File: config.mk
export PLATFORM = sky130hd
export DESIGN_NAME = exc_entry_unit
export DESIGN_NICKNAME = d
export VERILOG_FILES = /design/src/rtl/exc_entry_pkg.sv /design/src/rtl/exc_rst_sync.sv /design/src/rtl/exc_cause_decode.sv /design/src/rtl/exc_epc_calc.sv /design/src/rtl/exc_sr_update.sv /design/src/rtl/exc_entry_unit.sv
export SDC_FILE = /design/constraint.sdc
export NUM_CORES = 1
export LEC_CHECK = 0
export BUFFER_PORTS_ARGS = -buffer_cell sky130_fd_sc_hd__buf_2
export CAP_MARGIN = 40
export CORE_MARGIN = 4
export CORE_UTILIZATION = 53
export DETAILED_ROUTE_END_ITERATION = 8
export GPL_ROUTABILITY_DRIVEN = 0
export PLACE_DENSITY = 0.95
export SYNTH_ARGS = -nofsm -noshare
export SYNTH_HDL_FRONTEND = slang
export SYNTH_SLANG_ARGS = --single-unit
File: constraint.sdc
create_clock -name clk_i -period 4.9 [get_ports clk_i]
set_clock_uncertainty 0.2 [all_clocks]
set_input_delay 0.245 -clock clk_i [delete_from_list [all_inputs] [get_ports clk_i]]
set_output_delay 0.245 -clock clk_i [all_outputs]
set_load 0.05 [all_outputs]
File: src/rtl/exc_entry_pkg.sv
package exc_entry_pkg;
  localparam int SR_W = 16;

  localparam int SR_SUPV  = 0;
  localparam int SR_IRQEN = 1;
  localparam int SR_TICK  = 2;
  localparam int SR_IMMU  = 3;
  localparam int SR_DMMU  = 4;
  localparam int SR_DSLOT = 5;

  localparam int CAUSE_BUSERR  = 2;
  localparam int CAUSE_DPAGE   = 3;
  localparam int CAUSE_IPAGE   = 4;
  localparam int CAUSE_ALIGN   = 5;
  localparam int CAUSE_SYSCALL = 11;

  typedef struct packed {
    logic take;
    logic addr_fault;
    logic syscall;
  } exc_decode_t;
endpackage

File: src/rtl/exc_rst_sync.sv
module exc_rst_sync #(
  parameter int STAGES = 2
) (
  input  logic clk_i,
  input  logic rst_ni,
  output logic rst_no
);
  logic [STAGES-1:0] sync_q;

  always_ff @(posedge clk_i or negedge rst_ni) begin
    if (!rst_ni) sync_q <= '0;
    else         sync_q <= {sync_q[STAGES-2:0], 1'b1};
  end

  assign rst_no = sync_q[STAGES-1];
endmodule

File: src/rtl/exc_cause_decode.sv
module exc_cause_decode
  import exc_entry_pkg::*;
#(
  parameter int CAUSE_W    = 4,
  parameter int NUM_CAUSES = 14
) (
  input  logic               req_i,
  input  logic [CAUSE_W-1:0] cause_i,
  output exc_decode_t        dec_o
);
  localparam int NUM_ADDR = 4;
  localparam int ADDR_CODES [NUM_ADDR] = '{CAUSE_BUSERR, CAUSE_DPAGE, CAUSE_IPAGE, CAUSE_ALIGN};

  logic [NUM_ADDR-1:0] addr_hit;
  logic                in_range;

  for (genvar g = 0; g < NUM_ADDR; g++) begin : g_addr
    assign addr_hit[g] = (32'(cause_i) == 32'(ADDR_CODES[g]));
  end

  assign in_range = (cause_i != '0) && (32'(cause_i) < 32'(NUM_CAUSES));

  always_comb begin
    dec_o.take       = req_i && in_range;
    dec_o.addr_fault = |addr_hit;
    dec_o.syscall    = (32'(cause_i) == 32'(CAUSE_SYSCALL));
  end
endmodule

File: src/rtl/exc_epc_calc.sv
module exc_epc_calc #(
  parameter int XLEN       = 32,
  parameter int INSN_BYTES = 4
) (
  input  logic [XLEN-1:0] pc_i,
  input  logic            dslot_i,
  input  logic            syscall_i,
  output logic [XLEN-1:0] epc_o
);
  localparam logic [XLEN-1:0] STEP = XLEN'(INSN_BYTES);

  logic [XLEN-1:0] rewound;

  always_comb begin
    rewound = dslot_i ? (pc_i - STEP) : pc_i;
    epc_o   = syscall_i ? (rewound + STEP) : rewound;
  end
endmodule

File: src/rtl/exc_sr_update.sv
module exc_sr_update
  import exc_entry_pkg::*;
(
  input  logic [SR_W-1:0] sr_i,
  input  logic            dslot_i,
  output logic [SR_W-1:0] sr_o
);
  localparam logic [SR_W-1:0] CLR_MASK =
      (SR_W'(1) << SR_IRQEN) | (SR_W'(1) << SR_TICK) |
      (SR_W'(1) << SR_IMMU)  | (SR_W'(1) << SR_DMMU) |
      (SR_W'(1) << SR_DSLOT);

  always_comb begin
    sr_o           = sr_i & ~CLR_MASK;
    sr_o[SR_SUPV]  = 1'b1;
    sr_o[SR_DSLOT] = dslot_i;
  end
endmodule

File: src/rtl/exc_entry_unit.sv
module exc_entry_unit
  import exc_entry_pkg::*;
#(
  parameter int XLEN       = 32,
  parameter int CAUSE_W    = 4,
  parameter int NUM_CAUSES = 14,
  parameter int VEC_SHIFT  = 8,
  parameter int INSN_BYTES = 4
) (
  input  logic               clk_i,
  input  logic               rst_ni,
  input  logic               exc_req_i,
  input  logic [CAUSE_W-1:0] exc_cause_i,
  input  logic [XLEN-1:0]    pc_i,
  input  logic               dslot_i,
  input  logic [SR_W-1:0]    sr_i,
  input  logic [XLEN-1:0]    fault_addr_i,
  output logic [XLEN-1:0]    epc_o,
  output logic [SR_W-1:0]    esr_o,
  output logic [SR_W-1:0]    sr_o,
  output logic [XLEN-1:0]    eear_o,
  output logic [XLEN-1:0]    vector_o,
  output logic               vector_valid_o,
  output logic               lock_clr_o,
  output logic               sleep_clr_o
);
  logic            rst_sync_n;
  exc_decode_t     dec;
  logic [XLEN-1:0] epc_calc;
  logic [SR_W-1:0] sr_calc;

  logic [XLEN-1:0] epc_d, epc_q, eear_d, eear_q, vec_d, vec_q;
  logic [SR_W-1:0] esr_d, esr_q, sr_d, sr_q;
  logic            pulse_d, pulse_q;

  exc_rst_sync #(.STAGES(2)) u_rst (
    .clk_i (clk_i),
    .rst_ni(rst_ni),
    .rst_no(rst_sync_n)
  );

  exc_cause_decode #(.CAUSE_W(CAUSE_W), .NUM_CAUSES(NUM_CAUSES)) u_dec (
    .req_i  (exc_req_i),
    .cause_i(exc_cause_i),
    .dec_o  (dec)
  );

  exc_epc_calc #(.XLEN(XLEN), .INSN_BYTES(INSN_BYTES)) u_epc (
    .pc_i     (pc_i),
    .dslot_i  (dslot_i),
    .syscall_i(dec.syscall),
    .epc_o    (epc_calc)
  );

  exc_sr_update u_sr (
    .sr_i   (sr_i),
    .dslot_i(dslot_i),
    .sr_o   (sr_calc)
  );

  always_comb begin
    epc_d   = epc_q;
    esr_d   = esr_q;
    sr_d    = sr_q;
    eear_d  = eear_q;
    vec_d   = vec_q;
    pulse_d = 1'b0;
    if (dec.take) begin
      epc_d   = epc_calc;
      esr_d   = sr_i;
      sr_d    = sr_calc;
      vec_d   = XLEN'(exc_cause_i) << VEC_SHIFT;
      pulse_d = 1'b1;
      if (dec.addr_fault) eear_d = fault_addr_i;
    end
  end

  always_ff @(posedge clk_i or negedge rst_sync_n) begin
    if (!rst_sync_n) begin
      epc_q   <= '0;
      esr_q   <= '0;
      sr_q    <= '0;
      eear_q  <= '0;
      vec_q   <= '0;
      pulse_q <= 1'b0;
    end else begin
      epc_q   <= epc_d;
      esr_q   <= esr_d;
      sr_q    <= sr_d;
      eear_q  <= eear_d;
      vec_q   <= vec_d;
      pulse_q <= pulse_d;
    end
  end

  assign epc_o          = epc_q;
  assign esr_o          = esr_q;
  assign sr_o           = sr_q;
  assign eear_o         = eear_q;
  assign vector_o       = vec_q;
  assign vector_valid_o = pulse_q;
  assign lock_clr_o     = pulse_q;
  assign sleep_clr_o    = pulse_q;
endmodule

# Yosys cells after proc, flatten, opt, wreduce, memory -nomap -nowiden

Cells that the tools add are included.

Reduce and logical (&&, ||, !) cells: 5
$add $sub $neg: 2
Order comparisons: 1
Eq/ne operators: 5
Muxes and demuxes: 3

Operators by type and width:

| cell                    | count |
|---|---|
| $mux W32                | 2 |
| $add A32 B3 Y32 const B | 1 |
| $sub A32 B3 Y32 const B | 1 |
| $eq A4 B2 Y1 const B    | 2 |
| $eq A4 B3 Y1 const B    | 2 |
| $eq A4 B4 Y1 const B    | 1 |
| $lt A4 B4 Y1 const B    | 1 |
| $reduce_bool A4 Y1      | 1 |
| $reduce_or A4 Y1        | 1 |
| $logic_and A1 B1 Y1     | 2 |
| $reduce_and A2 Y1       | 1 |
| $mux W1                 | 1 |

Output and inout port bits: 131
Logic and storage cells: 23
Flip-flop bits (word level): 99

# Depth between registers and ports, before layout

Gate-level depths: netlist of run 1.

Depth after elaboration: 4
Depth in mapped cells: 13

# Cells and area by module

From an unflattened synthesis of run 1, not the netlist that was laid out.

Cell total of the unflattened synthesis: 523
Area, all modules: 5968.2 um^2

By module, submodules not included:

| module           | area an instance (um^2) | cells each | instances |
|---|---|---|---|
| exc_entry_unit   | 4067.7                  | 244        | 1 |
| exc_epc_calc     | 1677.9                  | 252        | 1 |
| exc_sr_update    | 127.6                   | 18         | 1 |
| exc_rst_sync     | 53.8                    | 3          | 1 |
| exc_cause_decode | 41.3                    | 6          | 1 |

# Least setup slack after synthesis of run 1

No wires, ideal clock.

Kind: input to register
From: input port pc_i[2]
To: register epc_q[22] (netlist: epc_o[22])
Setup time: 126 ps
Setup slack: 1658 ps
Arrival: 2915 ps
Stages: 13
Required time: 4574 ps
Path through: buf_2 inv_1 ha_1 a21oi_1 ha_1 inv_1 or2_2 a211oi_1 o2111ai_2 nor3_4 a21boi_2 a211oi_1 a311o_1

Cells in the longest elaborated chain, start to end: 4

RTL lines:

| what                 | RTL line             | RTL |
|---|---|---|
| start, declared      | exc_entry_unit.sv:14 | `input logic [XLEN-1:0] pc_i,` |
| $sub A32 B3 Y32      | exc_epc_calc.sv:15   | `rewound = dslot_i ? (pc_i - STEP) : pc_i;` |
| $mux W32 (*)         | exc_epc_calc.sv:15   |  |
| $add A32 B3 Y32      | exc_epc_calc.sv:16   | `epc_o = syscall_i ? (rewound + STEP) : rewound;` |
| $mux W32 (*)         | exc_epc_calc.sv:16   |  |
| end signal, assigned | exc_entry_unit.sv:87 | `epc_q <= epc_d;` |
| end, declared        | exc_entry_unit.sv:32 | `logic [XLEN-1:0] epc_d, epc_q, eear_d, eear_q, vec_d, vec_q;` |

Every way passes the cells marked *; elsewhere a longest branch is shown, timed or not.
A chain may end at the register's enable or synchronous reset.

# Final worst setup path of run 1

From: input port dslot_i
To: register epc_q[23] (netlist: epc_o[23])

Cells in the longest elaborated chain, start to end: 3

RTL lines:

| what            | RTL line             | RTL |
|---|---|---|
| start, declared | exc_entry_unit.sv:15 | `input logic dslot_i,` |
| $mux W32 (*)    | exc_epc_calc.sv:15   |  |
| $add A32 B3 Y32 | exc_epc_calc.sv:16   |  |
| $mux W32 (*)    | exc_epc_calc.sv:16   |  |

Marked as above.

==> results of run 1 <==
[cell families after synthesis]
group | count (synthesis)
other | 2
muxes | 40
adders and majority gates | 2
DFF | 89
and+or+nand+nor | 224
AOI/OAI and AO/OA | 71
xor gates and xnor gates | 48
buffers and inverters | 83
[sequential cells by signal, summed over array words and instances (netlist names)]
name,count
lock_clr_o,1
eear_o,32
sr_o,2
esr_o,16
vector_o,4
u_rst.sync_q,2
epc_o,32
[per-stage QoR]
stage	utilization [%]	cells	hold WS [ns]
global route	70.3	909	0.0355
detailed placement	62.5	837	-0.160
CTS	70.2	908	0.00854
global placement	62.2	836	-0.169
floorplan	-	590	-0.251
finish	70.3	909	0.00767
[cell usage in the layout (no fill, tap or decap), types with 4 or more instances in the layout]
master         instances
or3_1                  8
dlygate4sd3_1         56
nor2_1                17
or4_1                  7
inv_1                  6
o31ai_1                6
nor3_1                20
nand2b_1               4
conb_1                33
nand3_1               14
a21oi_1                6
mux2i_1                4
o21ai_1                7
nand2_1              110
nand4_1                5
nor4_1                 5
buf_2                186
nand4b_1               4
o21ai_0               27
clkbuf_8               9
xnor2_1               26
and2_1                 4
xor2_1                21
dfrtp_1               88
mux2_2                34
[power by group through the flow]
stage                     Sequential (µW)  Combinational [µW]  Clock [µW]
after global routing                  944                1040         543
final                                 929                 991         495
after floorplan                      1360                 316           0
after detailed placement              937                 947           0
after CTS                             922                 982         504
after global placement                935                 923           0
[worst paths after layout]
kind | start | end | cells past startpoint
min | exc_cause_i[0] | vector_o[8]$_DFFE_PN0P_ | 3
max in group asynchronous | rst_ni | u_rst.sync_q[1]$_DFF_PN0_ | 3
min in group asynchronous | u_rst.sync_q[1]$_DFF_PN0_ | epc_o[2]$_DFFE_PN0P_ | 0
max | dslot_i | epc_o[23]$_DFFE_PN0P_ | 10
min reg2reg | u_rst.sync_q[1]$_DFF_PN0_ | epc_o[2]$_DFFE_PN0P_ | 0
max reg2reg | epc_o[22]$_DFFE_PN0P_ | epc_o[22]$_DFFE_PN0P_ | 3
[metal layers]
layer | global-route usage (%) | wire, µm | up-vias
li1 | - | - | 2277
met1 | 30.4 | 5820 | 2155
met2 | 45.2 | 7630 | 216
met3 | 4.86 | 1120 | 27
met4 | 9.65 | 296 | 0
met5 | 0 | 0 | -
[worst max-delay path, cell delays in order]
cell           delay, ns
dlygate4sd3_1       0.52
buf_2               0.21
nor4b_2             0.50
nand3_1             0.44
nor3_1              0.33
o22ai_1             0.28
nor4_4              0.56
mux2_4              0.34
nor3_1              0.11
and4bb_1            0.20
[cell type report]
class,count,area (µm²),area share [%]
multi-input cells,418,2650,38.9
clock inverters,7,71.3,1.05
repair buffers,246,1540,22.7
inverters,7,26.3,0.386
flip-flops and latches,89,2230,32.8
clock buffers,9,124,1.82
well taps,133,166,2.45
==> impl_metrics.csv, run 1 <==
group,metric,value,unit
run_status,run_status,"complete, no violations",
synth,synth.area.mux_share,8.61,%
synth,yosys_warnings,0,
synth,synth_area_per_cell,9.38,µm²
routing,first_pass_iters,5,
place,io_buffers,186,
routing,wl_per_cell,16.4,µm
place,dpl_worst_slack,1.14,ns
clock_tree,cts_resized,0,
job,maxCapViolCount,0,
power,p_int,1340,µW
worst_setup_path,path_max_fanout,12,
floorplan,die_h,107,µm
synth,synth_compound_area_share,8.78,%
routing,drt_iter0_markers,260,
timing,worst_slack,1.22,ns
power,pwr-share-clk,20.5,%
worst_setup_path,start_kind,"primary input",
global_route,grt_overflow,0,
power,combPwrFrac,41.0,%
synth,yosys.area.top_type_share,42.5,%
timing,finalHoldViolCount,0,
timing,period_minus_slack,3.68,ns
clock_tree,cts_sinks,89,
power,ir_worst_vdd,0.232,mV
routing,routed_wl,14.9,mm
synth,synth_edf_count,0,
routing,vias,4675,
worst_setup_path,required,4.94,ns
power,swShare,44.7,%
synth,synth-seq-cells,89,
clock_tree,clk-insertion-delay-late,0.35,ns
worst_setup_path,reg2reg_setup_slack,3.60,ns
worst_setup_path,endpoint_kind,"flip-flop",
timing,tightest_slew,0.770,ns
synth,synth_common_cells,"nand2_1 (110), dfrtp_1 (89), buf_4 (44), mux2_2 (34), o21ai_0 (27)",
clock_tree,root_buffer,"clkbuf_8",
clock_tree,ctsHoldBuffers,55,
power,powerDensity,355,nW/µm²
floorplan,start_util,54.2,%
synth,syn_inst,559,
global_route,grt_max_degree,52,
clock_tree,cts_max_level,3,
synth,synthFlopType,"dfrtp_1",
worst_setup_path,worst-setup-path-type,"in -> reg",
synth,synth_area_leaders,"dfrtp_1 (42%), nand2_1 (7.9%), mux2_2 (7.3%)",
clock_tree,cts_made_buffers,9,
place,dpl-instance-area,6050,µm²
synth,synth_xor_area_share,8.16,%
floorplan,core,9680,µm²
global_route,grt_pass1_wl,23.3,mm
timing,worst_slew_margin_rel,48.7,%
power,p_leak,0.00320,µW
cells_and_area,drive_gt1_share,33.5,%
power,power,2420,µW
floorplan,dieArea,11600,µm²
floorplan,num_rows,36,
routing,via_per_inst,5.14,
worst_setup_path,arrival,3.73,ns
clock_tree,postCtsSetupBuffers,0,
cells_and_area,final_area,6810,µm²
synth,synthArstFlopShare,100,%
floorplan,die_x,107,µm
clock_tree,cts_tree,"built",
timing,fin_tns_setup,0,ns
routing,antenna_left,0,
synth,synth_cell_types,65,
cells_and_area,area_delta_synth_final,29.7,%
timing,fmax,0.271,GHz
place,dp_hpwl,10.5,mm
synth,synth_adder_area_share,0.477,%
global_route,antenna_found_initial,0,
floorplan,io_pins,219,
power,power.switching,1080,µW
routing,drc_errors,0,
timing,rsz0062_at_grt,"false",
timing,slew_viol_final,0,
synth,synth_top_family_by_area,"simple AND/OR/NAND/NOR gates",
synth,synth_simple_gate_area_share,22.0,%
cells_and_area,antenna_cells,0,
timing,finalCritPeriodShare,75.2,%
global_route,grtUsageTotal,25.4,%
clock_tree,cts.clk_slew.worst_paths,0.09,ns
power,p_seq_share,38.5,%
synth,ys_seq_area_share,42.5,%
global_route,grt_pass1_vias,4542,
synth,yosysMostFrequentCell,"nand2_1",
cells_and_area,finalNetCount,861,
synth,netlist_area,5250,µm²
timing,setup_viol,0,
synth,yosysTopAreaCell,"dfrtp_1",
clock_tree,clockBufferDepth,2,
worst_hold_path,hp-class,"in -> reg",
cells_and_area,fill_cells,676,
No activity file was read; power rests on OpenSTA's default activity.
==> inputs of run 2 (changes only) <==
- ABC_AREA: unset -> 1
- CORE_UTILIZATION: 53 -> 50
- PLACE_DENSITY: 0.95 -> 0.9
- clock period: 4.9 -> 3.39 ns (I/O delays scaled with it)
==> run 2 against run 1 <==
Utilization is 2.6 points lower. Wire length is 11% higher. Combinational power is 48% higher. Final cell count is 23% higher. Clock power is 110% higher. Hold slack better by 0.059 ns. Total power is 59% higher. Largest cell class unchanged.
==> impl_metrics.csv, run 2 <==
group,metric,value,unit
run_status,run_status,"complete, no violations",
floorplan,die_x,115,µm
timing,finalCritPeriodShare,75.8,%
floorplan,dieArea,13100,µm²
clock_tree,clockBufferDepth,2,
worst_setup_path,path_buf_inv,3,
synth,synth_area_per_cell,7.62,µm²
clock_tree,clk-insertion-delay-late,0.32,ns
worst_setup_path,worst-setup-path-type,"in -> reg",
cells_and_area,layout_common_cells,"nand2_1 (236), buf_2 (186), dfrtp_1 (88)",
timing,finalHoldViolCount,0,
routing,routed_wl,16.5,mm
floorplan,num_rows,38,
floorplan,core,11000,µm²
clock_tree,cts_max_level,3,
clock_tree,ctsHoldBuffers,56,
worst_setup_path,rr_startpoint,"u_rst.sync_q[1]$_DFF_PN0_",
worst_setup_path,reg2reg_setup_slack,2.25,ns
synth,synth_common_cells,"nand2_1 (236), dfrtp_1 (89), nor2_1 (64), nand3_1 (63), inv_1 (58)",
floorplan,die_h,115,µm
routing,via_per_inst,5.10,
cells_and_area,final_common_cell,"nand2_1",
cells_and_area,fill_cells,900,
global_route,grt_overflow,0,
worst_setup_path,arrival,2.59,ns
synth,netlist_area,5690,µm²
timing,fmax,0.389,GHz
synth,yosysTopAreaCell,"dfrtp_1",
cells_and_area,area_delta_synth_final,30.7,%
worst_setup_path,path_max_fanout,10,
timing,holdWs,0.0669,ns
timing,setup_viol,0,
worst_setup_path,endpoint_kind,"flip-flop",
clock_tree,cts.clk_slew.worst_paths,0.06,ns
routing,antenna_left,0,
power,ir_worst_vdd,0.433,mV
worst_setup_path,slowest_delay,0.53,ns
worst_setup_path,cp.depth,13,
timing,tightest_slew,0.583,ns
synth,synthArstFlopShare,100,%
global_route,grtUsageTotal,24.9,%
global_route,antenna_found_initial,0,
routing,drc_errors,0,
synth,yosys_warnings,0,
floorplan,io_pins,219,
synth,synthFlopType,"dfrtp_1",
worst_setup_path,required,3.41,ns
worst_setup_path,start_kind,"primary input",
synth,synth_edf_count,0,
routing,first_pass_iters,5,
worst_setup_path,rr_endpoint,"epc_o[15]$_DFFE_PN0P_",
synth,yosysMostFrequentCell,"nand2_1",
worst_hold_path,hp-class,"in -> reg",
timing,slew_viol_final,0,
worst_setup_path,cpMaxStageDelayCell,"dlygate4sd3_1",
clock_tree,cts_sinks,89,
cells_and_area,finalNetCount,1065,
timing,worst_slew_margin_rel,61.0,%
synth,ys_seq_area_share,39.2,%
synth,synth_area_leaders,"dfrtp_1 (39%), nand2_1 (16%), mux2_2 (6.3%)",
worst_setup_path,cp_cell_sequence,"dlygate4sd3_1 -> buf_2 -> inv_1 -> nand4_1 -> nor2_1 -> nand2_1 -> nand3b_4 -> nor2_4 -> nand2_2 -> nor2_2 -> nand3_1 -> nand3_1 -> nand2_1",
timing,period_minus_slack,2.57,ns
routing,drt_iter0_markers,417,
synth,syn_inst,746,
routing,vias,5695,
clock_tree,cts_resized,0,
worst_setup_path,endpoint,"epc_o[26]$_DFFE_PN0P_",
worst_setup_path,ff2ff_path_depth,1,
power,p_leak,0.00387,µW
global_route,grt_max_degree,60,
synth,yosys.area.top_type_share,39.2,%
synth,synth-seq-cells,89,
clock_tree,postCtsSetupBuffers,0,
routing,wl_per_cell,14.8,µm
job,maxCapViolCount,0,
clock_tree,cts_tree,"built",
cells_and_area,drive_gt1_share,30.9,%
clock_tree,cts_made_buffers,9,
worst_setup_path,path_delay_family,"simple AND/OR/NAND/NOR gates",
power,powerDensity,515,nW/µm²
global_route,grt_pass1_wl,26.4,mm
floorplan,start_util,51.8,%
place,io_buffers,186,
global_route,grt_pass1_vias,5520,
cells_and_area,antenna_cells,0,
synth,synth_cell_types,40,
worst_setup_path,critPathLaunch,"exc_cause_i[2]",
clock_tree,root_buffer,"clkbuf_16",
timing,rsz0062_at_grt,"false",
place,dp_hpwl,11.8,mm
timing,fin_tns_setup,0,ns
-- run 2: cell count changes in the layout (fill, tap and decap cells not counted), sizes merged, moves of 8 or more --
cell   previous run  this run
nand4             5        22
o21ai            34        25
nand2           110       256
nand3            14        67
xnor2            27         4
nor3             22         2
or3               8         0
inv               6        63
nor2             17        93
xor2             21        11
or4               9         0
-- run 2: worst min-delay path, cell delays in order --
cell and delay, ns:
buf_2 0.11, nand2_1 0.08, o21ai_2 0.07, nand2_1 0.06
a31oi_1 0.07
-- run 2: per-layer routing --
layer,vias up,GRT usage [%],wire (µm)
met1,2623,30.3,6630
met3,47,3.81,1390
met5,-,0,0
met4,0,12.3,567
li1,2750,-,-
met2,275,42.7,7930
-- run 2: how the worst min path moves through the flow --
| stage | start | to | slack [ns] | depth (start not counted) |
|---|---|---|---|---|
| final | pc_i[3] | epc_o[3]$_DFFE_PN0P_ | 0.07 | 5 |
| after global routing | pc_i[3] | epc_o[3]$_DFFE_PN0P_ | 0.1 | 5 |
| after CTS | pc_i[19] | epc_o[19]$_DFFE_PN0P_ | 0.05 | 5 |
| after detailed placement | rst_ni | u_rst.sync_q[0]$_DFF_PN0_ | -0.24 | 1 |
| after global placement | rst_ni | u_rst.sync_q[0]$_DFF_PN0_ | -0.24 | 1 |
| after floorplan | rst_ni | u_rst.sync_q[0]$_DFF_PN0_ | -0.33 | 0 |
-- run 2: kinds of logic after synthesis --
group / Yosys count / share of synthesized area [%]
buf+inv: 124 / 11.4
flops: 89 / 39.2
simple gates: 447 / 36.8
xor+xnor: 15 / 2.31
other cells: 2 / 0.132
fa+ha+maj: 2 / 0.440
mux: 32 / 6.34
compound gates: 35 / 3.45
-- run 2: cell type report --
type	instances	area, µm²	area share [%]
Tap cell	140	175	2.36
Inverter	65	244	3.28
Clock buffer	10	239	3.21
Multi-Input combinational cell	564	2940	39.5
Clock inverter	3	67.6	0.909
Timing Repair Buffer	246	1540	20.7
Sequential cell	89	2230	30.0
-- run 2: report_power, final --
group / leakage, µW / switching, µW / internal [µW]
Sequential: 0.00107 / 109 / 1230
Combinational: 0.00265 / 1110 / 358
Clock: 0.000147 / 369 / 653
-- run 2: stage by stage --
stage	setup WS (ns)	utilization [%]	total power [µW]	area, µm²	std cells
floorplan	0.528	-	2440	5800	777
global placement	0.997	59.5	2720	6540	1047
detailed placement	0.936	59.8	2750	6570	1048
CTS	0.873	67.7	3830	7430	1117
global route	0.631	67.7	4000	7430	1117
finish	0.820	67.7	3830	7430	1117
==> inputs of run 3 (changes only) <==
- clock period: 3.39 -> 2.7 ns (I/O delays scaled with it)
==> run 3 against run 2 <==
Hold slack got worse by 0.041 ns. Global-route usage increased by 1.0 points. Final cell count increased by 0.54%. Clock power increased by 25%. Critical path depth increased by 1. Via count decreased by 0.58%. Cell area increased by 0.47%. Utilization increased by 0.32 points. Worst setup slack got worse by 0.51 ns. Critical path type unchanged. Largest power group unchanged.
==> impl_metrics.csv, run 3 (synthesis gave the netlist of run 2 again) <==
group,metric,value,unit
run_status,run_status,"complete, no violations",
clock_tree,clockBufferDepth,2,
clock_tree,cts_max_level,3,
floorplan,core,11000,µm²
routing,first_pass_iters,5,
worst_setup_path,endpoint_kind,"flip-flop",
clock_tree,cts_sinks,89,
timing,setup_viol,0,
worst_hold_path,hp-class,"in -> reg",
power,p_leak,0.00389,µW
cells_and_area,final_common_cell,"nand2_1",
global_route,grt_max_degree,51,
timing,rsz0062_at_grt,"false",
floorplan,start_util,51.8,%
floorplan,die_h,115,µm
cells_and_area,final_util,68.0,%
timing,finalHoldViolCount,0,
worst_setup_path,worst-setup-path-type,"in -> reg",
routing,via_per_inst,5.04,
floorplan,num_rows,38,
timing,fmax,0.419,GHz
clock_tree,cts_tree,"built",
place,dpl-instance-area,6590,µm²
routing,drt_iter0_markers,491,
cells_and_area,area_delta_synth_final,31.3,%
cells_and_area,final_area,7470,µm²
cells_and_area,layout_common_cells,"nand2_1 (236), buf_2 (186), dfrtp_1 (88)",
worst_setup_path,start_kind,"primary input",
power,powerDensity,645,nW/µm²
place,io_buffers,186,
timing,finalCritPeriodShare,88.5,%
worst_setup_path,required,2.72,ns
worst_setup_path,cp_cell_sequence,"dlygate4sd3_1 -> buf_2 -> inv_1 -> nand4_1 -> buf_4 -> nor2_1 -> nand2_1 -> nand3b_4 -> nor2_4 -> nand2_2 -> nor2_2 -> nand2_1 -> nand3_1 -> nand2_1",
cells_and_area,finalNetCount,1070,
power,ir_worst_vdd,0.683,mV
routing,antenna_left,0,
worst_setup_path,path_max_fanout,8,
worst_setup_path,arrival,2.40,ns
floorplan,die_x,115,µm
worst_setup_path,cpMostUsedCell,"nand2_1",
worst_setup_path,slowest_delay,0.55,ns
place,dp_hpwl,11.9,mm
global_route,grtUsageTotal,25.9,%
routing,wl_per_cell,15.1,µm
timing,slew_viol_final,0,
clock_tree,root_buffer,"clkbuf_16",
timing,period_minus_slack,2.39,ns
routing,drc_errors,0,
worst_setup_path,path_delay_family,"simple AND/OR/NAND/NOR gates",
floorplan,io_pins,219,
clock_tree,cts.clk_slew.worst_paths,0.06,ns
global_route,grt_pass1_vias,5612,
job,maxCapViolCount,0,
routing,vias,5662,
timing,fin_tns_setup,0,ns
routing,routed_wl,16.9,mm
worst_setup_path,path_buf_inv,4,
cells_and_area,fill_cells,856,
clock_tree,postCtsSetupBuffers,0,
clock_tree,cts_made_buffers,9,
global_route,antenna_found_initial,1,
global_route,grt_overflow,0,
floorplan,dieArea,13100,µm²
clock_tree,clk-insertion-delay-late,0.33,ns
global_route,grt_pass1_wl,27.1,mm
worst_setup_path,cpMaxStageDelayCell,"dlygate4sd3_1",
cells_and_area,drive_gt1_share,31.2,%
[run 3: stage by stage]
stage	hold WS, ns	cells	setup slack, ns	power (µW)
after floorplan	-0.361	777	0.696	3060
after global placement	-0.277	1052	0.391	3420
after detailed placement	-0.276	1052	0.346	3450
after CTS	0.0135	1122	0.379	4810
after global routing	0.0643	1123	0.179	5020
final	0.0256	1123	0.312	4820
[run 3: area by class of cell]
cell class	instances	area [µm²]	share of cell area (%)
diodes	1	2.50	0.0335
clock buffers	10	239	3.20
clock inverters	3	67.6	0.905
inverters	65	244	3.27
multi-input cells	564	2940	39.3
flip-flops and latches	89	2230	29.9
well taps	140	175	2.35
repair buffers	251	1570	21.1
[run 3: final timing paths]
check / to / slack (ns) / cells past startpoint / from
min reg2reg: esr_o[15]$_DFFE_PN0P_ / 0.10 / 0 / u_rst.sync_q[1]$_DFF_PN0_
min: epc_o[3]$_DFFE_PN0P_ / 0.03 / 5 / pc_i[3]
max in group asynchronous: sr_o[0]$_DFFE_PN0P_ / 1.56 / 1 / u_rst.sync_q[1]$_DFF_PN0_
min in group asynchronous: esr_o[15]$_DFFE_PN0P_ / 0.10 / 0 / u_rst.sync_q[1]$_DFF_PN0_
max: epc_o[22]$_DFFE_PN0P_ / 0.31 / 14 / exc_cause_i[2]
max reg2reg: sr_o[0]$_DFFE_PN0P_ / 1.56 / 1 / u_rst.sync_q[1]$_DFF_PN0_
[run 3: where the power goes]
| part | total [µW] | switching [µW] | leakage [µW] | internal (µW) |
|---|---|---|---|---|
| clock network | 1280 | 464 | 0.000147 | 819 |
| logic | 1850 | 1400 | 0.00268 | 453 |
| registers | 1680 | 132 | 0.00107 | 1550 |
[run 3: what timing repair did]
item	4_1_cts	5_1_grt
hold endpoints to repair	56	0
hold buffers	57	0
gates resized for setup	0	0
[run 3: metal layers]
| metal | wire length [µm] | up-vias | global-route usage [%] |
|---|---|---|---|
| met5 | 0 | - | 0 |
| met4 | 721 | 0 | 12.2 |
| met3 | 1390 | 67 | 4.65 |
| met2 | 8120 | 282 | 44.6 |
| met1 | 6680 | 2544 | 31.2 |
| li1 | - | 2769 | - |
